File: config.mk
export PLATFORM = sky130hd
export DESIGN_NAME = stk_ctx_seq
export DESIGN_NICKNAME = d
export VERILOG_FILES = /design/src/rtl/stk_pkg.sv /design/src/rtl/stk_ptr_step.sv /design/src/rtl/stk_byte_pick.sv /design/src/rtl/stk_ctx_seq.sv
export SDC_FILE = /design/constraint.sdc
export NUM_CORES = 1
export LEC_CHECK = 0
export BUFFER_PORTS_ARGS = -buffer_cell sky130_fd_sc_hd__buf_2
export CAP_MARGIN = 20
export CORE_ASPECT_RATIO = 0.8
export CORE_UTILIZATION = 30
export CTS_CLUSTER_DIAMETER = 50
export DETAILED_ROUTE_END_ITERATION = 8
export SYNTH_ARGS = -nofsm -noshare
export SYNTH_HDL_FRONTEND = slang
export SYNTH_SLANG_ARGS = --single-unit
File: constraint.sdc
create_clock -name clk -period 3.2 [get_ports clk]
set_input_delay 0.48 -clock clk [delete_from_list [all_inputs] [get_ports clk]]
set_output_delay 0.48 -clock clk [all_outputs]
set_load 0.02 [all_outputs]
File: src/rtl/stk_pkg.sv
package stk_pkg;

    // Width of the frame byte index and the largest frame length.
    localparam int IDX_W     = 3;
    localparam int FRAME_LEN = 5;

    typedef enum logic [2:0] {
        OP_NONE = 3'd0,
        OP_CALL = 3'd1,
        OP_RET  = 3'd2,
        OP_IRQ  = 3'd3,
        OP_IRET = 3'd4,
        OP_PUSH = 3'd5,
        OP_POP  = 3'd6
    } stk_op_e;

    // Index of the final access of each sequence.
    function automatic logic [IDX_W-1:0] op_last(input stk_op_e op);
        case (op)
            OP_CALL, OP_RET:  return IDX_W'(1);
            OP_IRQ, OP_IRET:  return IDX_W'(FRAME_LEN - 1);
            default:          return '0;
        endcase
    endfunction

    // Sequences that store to RAM, as opposed to those that read it.
    function automatic logic op_writes(input stk_op_e op);
        return (op == OP_CALL) || (op == OP_IRQ) || (op == OP_PUSH);
    endfunction

endpackage

File: src/rtl/stk_ptr_step.sv
// Next-value arithmetic for the movable part of the stack pointer.
// Modular arithmetic on WIN_W bits gives the wrap at both ends.
module stk_ptr_step #(
    parameter int WIN_W  = 7,
    parameter int DATA_W = 8
) (
    input  logic [WIN_W-1:0]  ptr_q,
    input  logic [DATA_W-1:0] load_val,
    output logic [WIN_W-1:0]  ptr_inc,
    output logic [WIN_W-1:0]  ptr_dec,
    output logic [WIN_W-1:0]  ptr_load,
    output logic [WIN_W-1:0]  ptr_top
);
    logic unused_load_hi;

    assign ptr_inc        = ptr_q + WIN_W'(1);
    assign ptr_dec        = ptr_q - WIN_W'(1);
    assign ptr_load       = load_val[WIN_W-1:0];
    assign ptr_top        = '1;
    assign unused_load_hi = ^load_val[DATA_W-1:WIN_W];
endmodule

File: src/rtl/stk_byte_pick.sv
// Selects the byte written in a given cycle of a save sequence.
module stk_byte_pick
    import stk_pkg::*;
#(
    parameter int DATA_W = 8
) (
    input  stk_op_e           op,
    input  logic [IDX_W-1:0]  idx,
    input  logic [DATA_W-1:0] pcl,
    input  logic [DATA_W-1:0] pch,
    input  logic [DATA_W-1:0] xv,
    input  logic [DATA_W-1:0] av,
    input  logic [DATA_W-1:0] ccv,
    input  logic [DATA_W-1:0] single,
    output logic [DATA_W-1:0] wbyte
);
    always_comb begin
        if (op == OP_PUSH) begin
            wbyte = single;
        end else begin
            case (idx)
                IDX_W'(0): wbyte = pcl;
                IDX_W'(1): wbyte = pch;
                IDX_W'(2): wbyte = xv;
                IDX_W'(3): wbyte = av;
                default:   wbyte = ccv;
            endcase
        end
    end
endmodule

File: src/rtl/stk_ctx_seq.sv
module stk_ctx_seq
    import stk_pkg::*;
#(
    parameter int          ADDR_W   = 16,
    parameter int          DATA_W   = 8,
    parameter int          WIN_W    = 7,
    parameter int unsigned WIN_BASE = 'h180
) (
    input  logic                clk,
    input  logic                rst_n,
    input  logic                cmd_call,
    input  logic                cmd_ret,
    input  logic                cmd_irq,
    input  logic                cmd_iret,
    input  logic                cmd_push,
    input  logic                cmd_pop,
    input  logic                cmd_sp_reset,
    input  logic                cmd_sp_load,
    input  logic [DATA_W-1:0]   sp_load_val,
    input  logic [2*DATA_W-1:0] pc_in,
    input  logic [DATA_W-1:0]   a_in,
    input  logic [DATA_W-1:0]   x_in,
    input  logic [DATA_W-1:0]   cc_in,
    input  logic [DATA_W-1:0]   push_data,
    input  logic [DATA_W-1:0]   ram_rdata,
    output logic [ADDR_W-1:0]   ram_addr,
    output logic [DATA_W-1:0]   ram_wdata,
    output logic                ram_we,
    output logic                ram_re,
    output logic [ADDR_W-1:0]   sp,
    output logic [2*DATA_W-1:0] pc_out,
    output logic [DATA_W-1:0]   a_out,
    output logic [DATA_W-1:0]   x_out,
    output logic [DATA_W-1:0]   cc_out,
    output logic [DATA_W-1:0]   pop_data,
    output logic                busy,
    output logic                done
);
    localparam int                HI_W    = ADDR_W - WIN_W;
    localparam logic [HI_W-1:0]   HI_BITS = HI_W'(WIN_BASE >> WIN_W);

    typedef struct packed {
        stk_op_e              op;
        logic [IDX_W-1:0]     idx;
        logic [WIN_W-1:0]     ptr;
        logic [DATA_W-1:0]    cap_pcl;
        logic [DATA_W-1:0]    cap_pch;
        logic [DATA_W-1:0]    cap_x;
        logic [DATA_W-1:0]    cap_a;
        logic [DATA_W-1:0]    cap_cc;
        logic [DATA_W-1:0]    cap_push;
        logic [2*DATA_W-1:0]  pc_r;
        logic [DATA_W-1:0]    a_r;
        logic [DATA_W-1:0]    x_r;
        logic [DATA_W-1:0]    cc_r;
        logic [DATA_W-1:0]    pop_r;
        logic                 done;
    } seq_t;

    localparam seq_t SEQ_RST = '{
        op: OP_NONE, idx: '0, ptr: '1,
        cap_pcl: '0, cap_pch: '0, cap_x: '0, cap_a: '0, cap_cc: '0, cap_push: '0,
        pc_r: '0, a_r: '0, x_r: '0, cc_r: '0, pop_r: '0, done: 1'b0
    };

    seq_t q, d;

    logic [WIN_W-1:0]  ptr_inc, ptr_dec, ptr_load, ptr_top;
    logic [DATA_W-1:0] wr_byte;
    logic              active;

    stk_ptr_step #(.WIN_W(WIN_W), .DATA_W(DATA_W)) u_step (
        .ptr_q    (q.ptr),
        .load_val (sp_load_val),
        .ptr_inc  (ptr_inc),
        .ptr_dec  (ptr_dec),
        .ptr_load (ptr_load),
        .ptr_top  (ptr_top)
    );

    stk_byte_pick #(.DATA_W(DATA_W)) u_pick (
        .op     (q.op),
        .idx    (q.idx),
        .pcl    (q.cap_pcl),
        .pch    (q.cap_pch),
        .xv     (q.cap_x),
        .av     (q.cap_a),
        .ccv    (q.cap_cc),
        .single (q.cap_push),
        .wbyte  (wr_byte)
    );

    assign active = (q.op != OP_NONE);

    always_comb begin
        d         = q;
        d.done    = 1'b0;
        ram_addr  = {HI_BITS, q.ptr};
        ram_wdata = '0;
        ram_we    = 1'b0;
        ram_re    = 1'b0;

        if (!active) begin
            // Capture the context on every idle cycle; only a start uses it.
            d.cap_pcl  = pc_in[DATA_W-1:0];
            d.cap_pch  = pc_in[2*DATA_W-1:DATA_W];
            d.cap_x    = x_in;
            d.cap_a    = a_in;
            d.cap_cc   = cc_in;
            d.cap_push = push_data;
            d.idx      = '0;
            if (cmd_sp_reset)      d.ptr = ptr_top;
            else if (cmd_sp_load)  d.ptr = ptr_load;
            else if (cmd_irq)      d.op  = OP_IRQ;
            else if (cmd_call)     d.op  = OP_CALL;
            else if (cmd_iret)     d.op  = OP_IRET;
            else if (cmd_ret)      d.op  = OP_RET;
            else if (cmd_push)     d.op  = OP_PUSH;
            else if (cmd_pop)      d.op  = OP_POP;
        end else begin
            if (op_writes(q.op)) begin
                ram_we    = 1'b1;
                ram_wdata = wr_byte;
                d.ptr     = ptr_dec;
            end else begin
                ram_re   = 1'b1;
                ram_addr = {HI_BITS, ptr_inc};
                d.ptr    = ptr_inc;
                case (q.op)
                    OP_RET: begin
                        if (q.idx == '0) d.pc_r[2*DATA_W-1:DATA_W] = ram_rdata;
                        else             d.pc_r[DATA_W-1:0]        = ram_rdata;
                    end
                    OP_IRET: begin
                        case (q.idx)
                            IDX_W'(0): d.cc_r = ram_rdata;
                            IDX_W'(1): d.a_r  = ram_rdata;
                            IDX_W'(2): d.x_r  = ram_rdata;
                            IDX_W'(3): d.pc_r[2*DATA_W-1:DATA_W] = ram_rdata;
                            default:   d.pc_r[DATA_W-1:0]        = ram_rdata;
                        endcase
                    end
                    default: d.pop_r = ram_rdata;
                endcase
            end
            if (q.idx == op_last(q.op)) begin
                d.op   = OP_NONE;
                d.done = 1'b1;
            end else begin
                d.idx = q.idx + IDX_W'(1);
            end
        end
    end

    always_ff @(posedge clk or negedge rst_n) begin
        if (!rst_n) q <= SEQ_RST;
        else        q <= d;
    end

    assign sp       = {HI_BITS, q.ptr};
    assign pc_out   = q.pc_r;
    assign a_out    = q.a_r;
    assign x_out    = q.x_r;
    assign cc_out   = q.cc_r;
    assign pop_data = q.pop_r;
    assign busy     = active;
    assign done     = q.done;
endmodule

==> results.py <==
metrics = {
    "critical_path": {
        "r2r_slack_ps": 550,
        "worst_setup_path_start_kind": "register",
        "r2r-start": "q[104]",
        "critPathKind": "register to primary output",
        "r2r-end": "pc_out[2]",
        "critPathArrivalTime_ps": 2530,
        "reg2regPathDepth": 6,
        "cp-end-kind": "primary output",
        "required_ps": 2720,
        "crit_fanout": 10,
    },
    "final_layout": {
        "fillers": 1909,
        "antenna_cells": 0,
        "syn_to_final_growth_pct": 15.3,
        "drive_gt1_frac": 0.350,
        "final_util": 0.358,
        "layout.nets": 751,
    },
    "cts": {
        "cts_resized": 0,
        "cts-root-buf": "clkbuf_16",
        "post_cts_buffers": 0,
        "clk_pin_slew_ps": 70,
        "htreeDepth": 3,
        "cts.sinks": 110,
        "cts_buffer_depth": 2,
        "numCtsBuffers": 9,
        "clk_latency_ps": 350,
        "tritoncts": "built",
        "holdBufCountCts": 0,
    },
    "floorplanning": {
        "core_um2": 18300,
        "dieWidth_um": 156,
        "start_util": 0.310,
        "dieArea_um2": 19500,
        "die_h_um": 125,
        "ios": 166,
        "rows": 44,
    },
    "synth": {
        "synth_top_area_share": 0.453,
        "synthFlopType": "dfrtp_1",
        "synth_top_family_by_area": "simple AND/OR/NAND/NOR gates",
        "synth.top_cells.by_count": "nand2_1, dfrtp_1, buf_4, mux2_2, clkbuf_1",
        "post-synth-top-area-cell": "dfrtp_1",
        "ys_seq_area_frac": 0.485,
        "synth-async-reset-ratio": 1.00,
        "synth_edf_count": 0,
        "yosys.area_share.simple": 0.155,
        "synth_mux_area_frac": 0.102,
        "synthesis.area_um2": 5690,
        "synth_area_leaders": "dfrtp_1, nand2_1, buf_4",
        "synth_xor_area_frac": 0.0154,
        "syn_inst": 586,
        "synth_adder_area_share": 0.0154,
        "synth-compound-area-share": 0.0992,
        "synth.most_common_cell": "nand2_1",
        "synth.avg_cell_area_um2": 9.71,
        "synth.distinct_cells": 51,
        "yosys_warnings": 0,
        "ys_ff_latch": 110,
    },
    "sta": {
        "post-route-period-util": 0.942,
        "fin_crit_ps": 3010,
        "tns_ps": 0,
        "setup_violations": 0,
        "rsz0062_at_grt": "no",
        "hold_viol": 0,
        "fmax_mhz": 332,
        "maxSlewHeadroom": 0.511,
        "slew_viol_final": 0,
        "fin_skew_ps": 8.31,
        "tightest_slew_ps": 733,
    },
    "drt": {
        "drt_iter0_drc": 264,
        "routedWlPerCell_um": 15.2,
        "viasPerCell": 4.57,
        "first_pass_iters": 4,
        "drcViolationCount": 0,
        "routed_wl_um": 14100,
        "via_count": 4239,
        "ant_nets": 0,
    },
    "grt": {
        "grt_max_degree": 57,
        "met3_usage": 0.0374,
        "grt_pass1_vias": 4277,
        "top_usage_layer": "met2",
        "met2_usage": 0.230,
        "globalRouteOverflowTotal": 0,
        "grt_pass1_wl_um": 22900,
        "use_met1": 0.219,
        "grt_use_total": 0.152,
        "antenna_found_initial": 0,
    },
    "outcome": {
        "outcome": "finished, final reports clean",
    },
    "run": {
        "drv_cap": 0,
    },
    "place": {
        "portBuffers": 146,
        "routabilityCongestion": 0.788,
        "dp_hpwl_um": 10100,
    },
    "power": {
        "power_density_nw_per_um2": 1080,
        "ir_worst_vdd_mv": 0.350,
        "p_leak_nw": 3.26,
    },
    "min_path": {
        "hold_path.class": "input pin to async pin",
    },
}
-- layout make-up --
type / count / area, µm² / area share
multi-input combinational: 378 / 2280 / 0.347
clock buffer: 12 / 267 / 0.0406
sequential: 110 / 2760 / 0.422
clock inverter: 4 / 52.6 / 0.00802
tap: 253 / 317 / 0.0483
inverter: 14 / 52.6 / 0.00802
timing repair buffer: 157 / 828 / 0.126
-- routing by layer --
| layer | vias up | routed length (µm) |
|---|---|---|
| met5 | - | 0 |
| met4 | 0 | 107 |
| met3 | 10 | 1050 |
| met2 | 159 | 6170 |
| met1 | 2028 | 6780 |
| li1 | 2042 | - |
-- where the power goes --
part | internal (mW) | leakage, nW | switching, mW | total [mW]
Clock | 0.674 | 0.159 | 0.507 | 1.18
Combinational | 1.27 | 1.78 | 2.08 | 3.35
Sequential | 2.10 | 1.32 | 0.445 | 2.55
-- sequential cells by signal, indices dropped and copies added (netlist names) --
| name | flops |
|---|---|
| pc_out | 16 |
| done | 1 |
| q | 54 |
| sp | 7 |
| pop_data | 8 |
| a_out | 8 |
| cc_out | 8 |
| x_out | 8 |
-- through the flow --
step	cell area, µm²	hold slack, ps	setup WS, ps	power (mW)	cells
global placement	6230	452	488	5.90	912
detailed placement	6230	457	475	5.96	912
global route	6560	250	42.7	7.68	928
finish	6560	189	185	7.08	928
CTS	6550	212	126	7.17	928
floorplan	5750	184	643	5.31	602
-- worst max-delay path: stages, from the launching register on --
cell and delay (ps):
dfrtp_2 430, inv_1 100, ha_1 350, or3_1 440, a21oi_1 170, buf_4 190, nand2_1 70, a21oi_1 220
buf_2 210
-- logic make-up (layout without fill, tap and decap cells) --
group / Yosys count / count (layout)
buf+inv: 114 / 187
compound gates: 79 / 79
xor+xnor: 10 / 10
other cells: 2 / 18
simple gates: 212 / 212
flops: 110 / 110
mux: 52 / 52
fa+ha+maj: 7 / 7
-- worst max path at each step --
| stage | from | end | slack, ps | cells past startpoint |
|---|---|---|---|---|
| 4_1_cts | q[104] | ram_wdata[3] | 130 | 8 |
| 3_5_place_dp | q[104] | pc_out[4] | 480 | 6 |
| 3_3_place_gp | q[104] | pc_out[5] | 490 | 6 |
| 2_1_floorplan | q[104] | ram_wdata[0] | 640 | 7 |
| 5_1_grt | q[104] | ram_wdata[3] | 40 | 8 |
| 6_report | q[104] | ram_wdata[3] | 190 | 8 |
-- cell usage in the layout (no fill, tap or decap), types with 3 or more instances in the layout --
| master | Yosys | layout |
|---|---|---|
| o21ai_0 | 15 | 15 |
| a22oi_1 | 5 | 5 |
| a211oi_1 | 10 | 10 |
| a222oi_1 | 8 | 8 |
| nand2b_1 | 3 | 3 |
| xnor2_1 | 7 | 7 |
| buf_4 | 73 | 11 |
| dfstp_2 | 7 | 7 |
| dfrtp_1 | 103 | 101 |
| clkbuf_8 | 0 | 3 |
| ha_1 | 7 | 7 |
| nand2_1 | 167 | 167 |
| nor2b_1 | 5 | 5 |
| nand3_1 | 4 | 4 |
| buf_2 | 6 | 145 |
| conb_1 | 2 | 18 |
| a22o_1 | 4 | 4 |
| inv_1 | 14 | 13 |
| and3_1 | 3 | 3 |
| nor3_1 | 3 | 3 |
| clkbuf_16 | 0 | 9 |
| nor2_1 | 15 | 15 |
| mux2_2 | 48 | 48 |
| a21oi_1 | 16 | 16 |
| mux2i_1 | 4 | 4 |
| xor2_1 | 3 | 3 |
(Power assumes the default switching activity.)
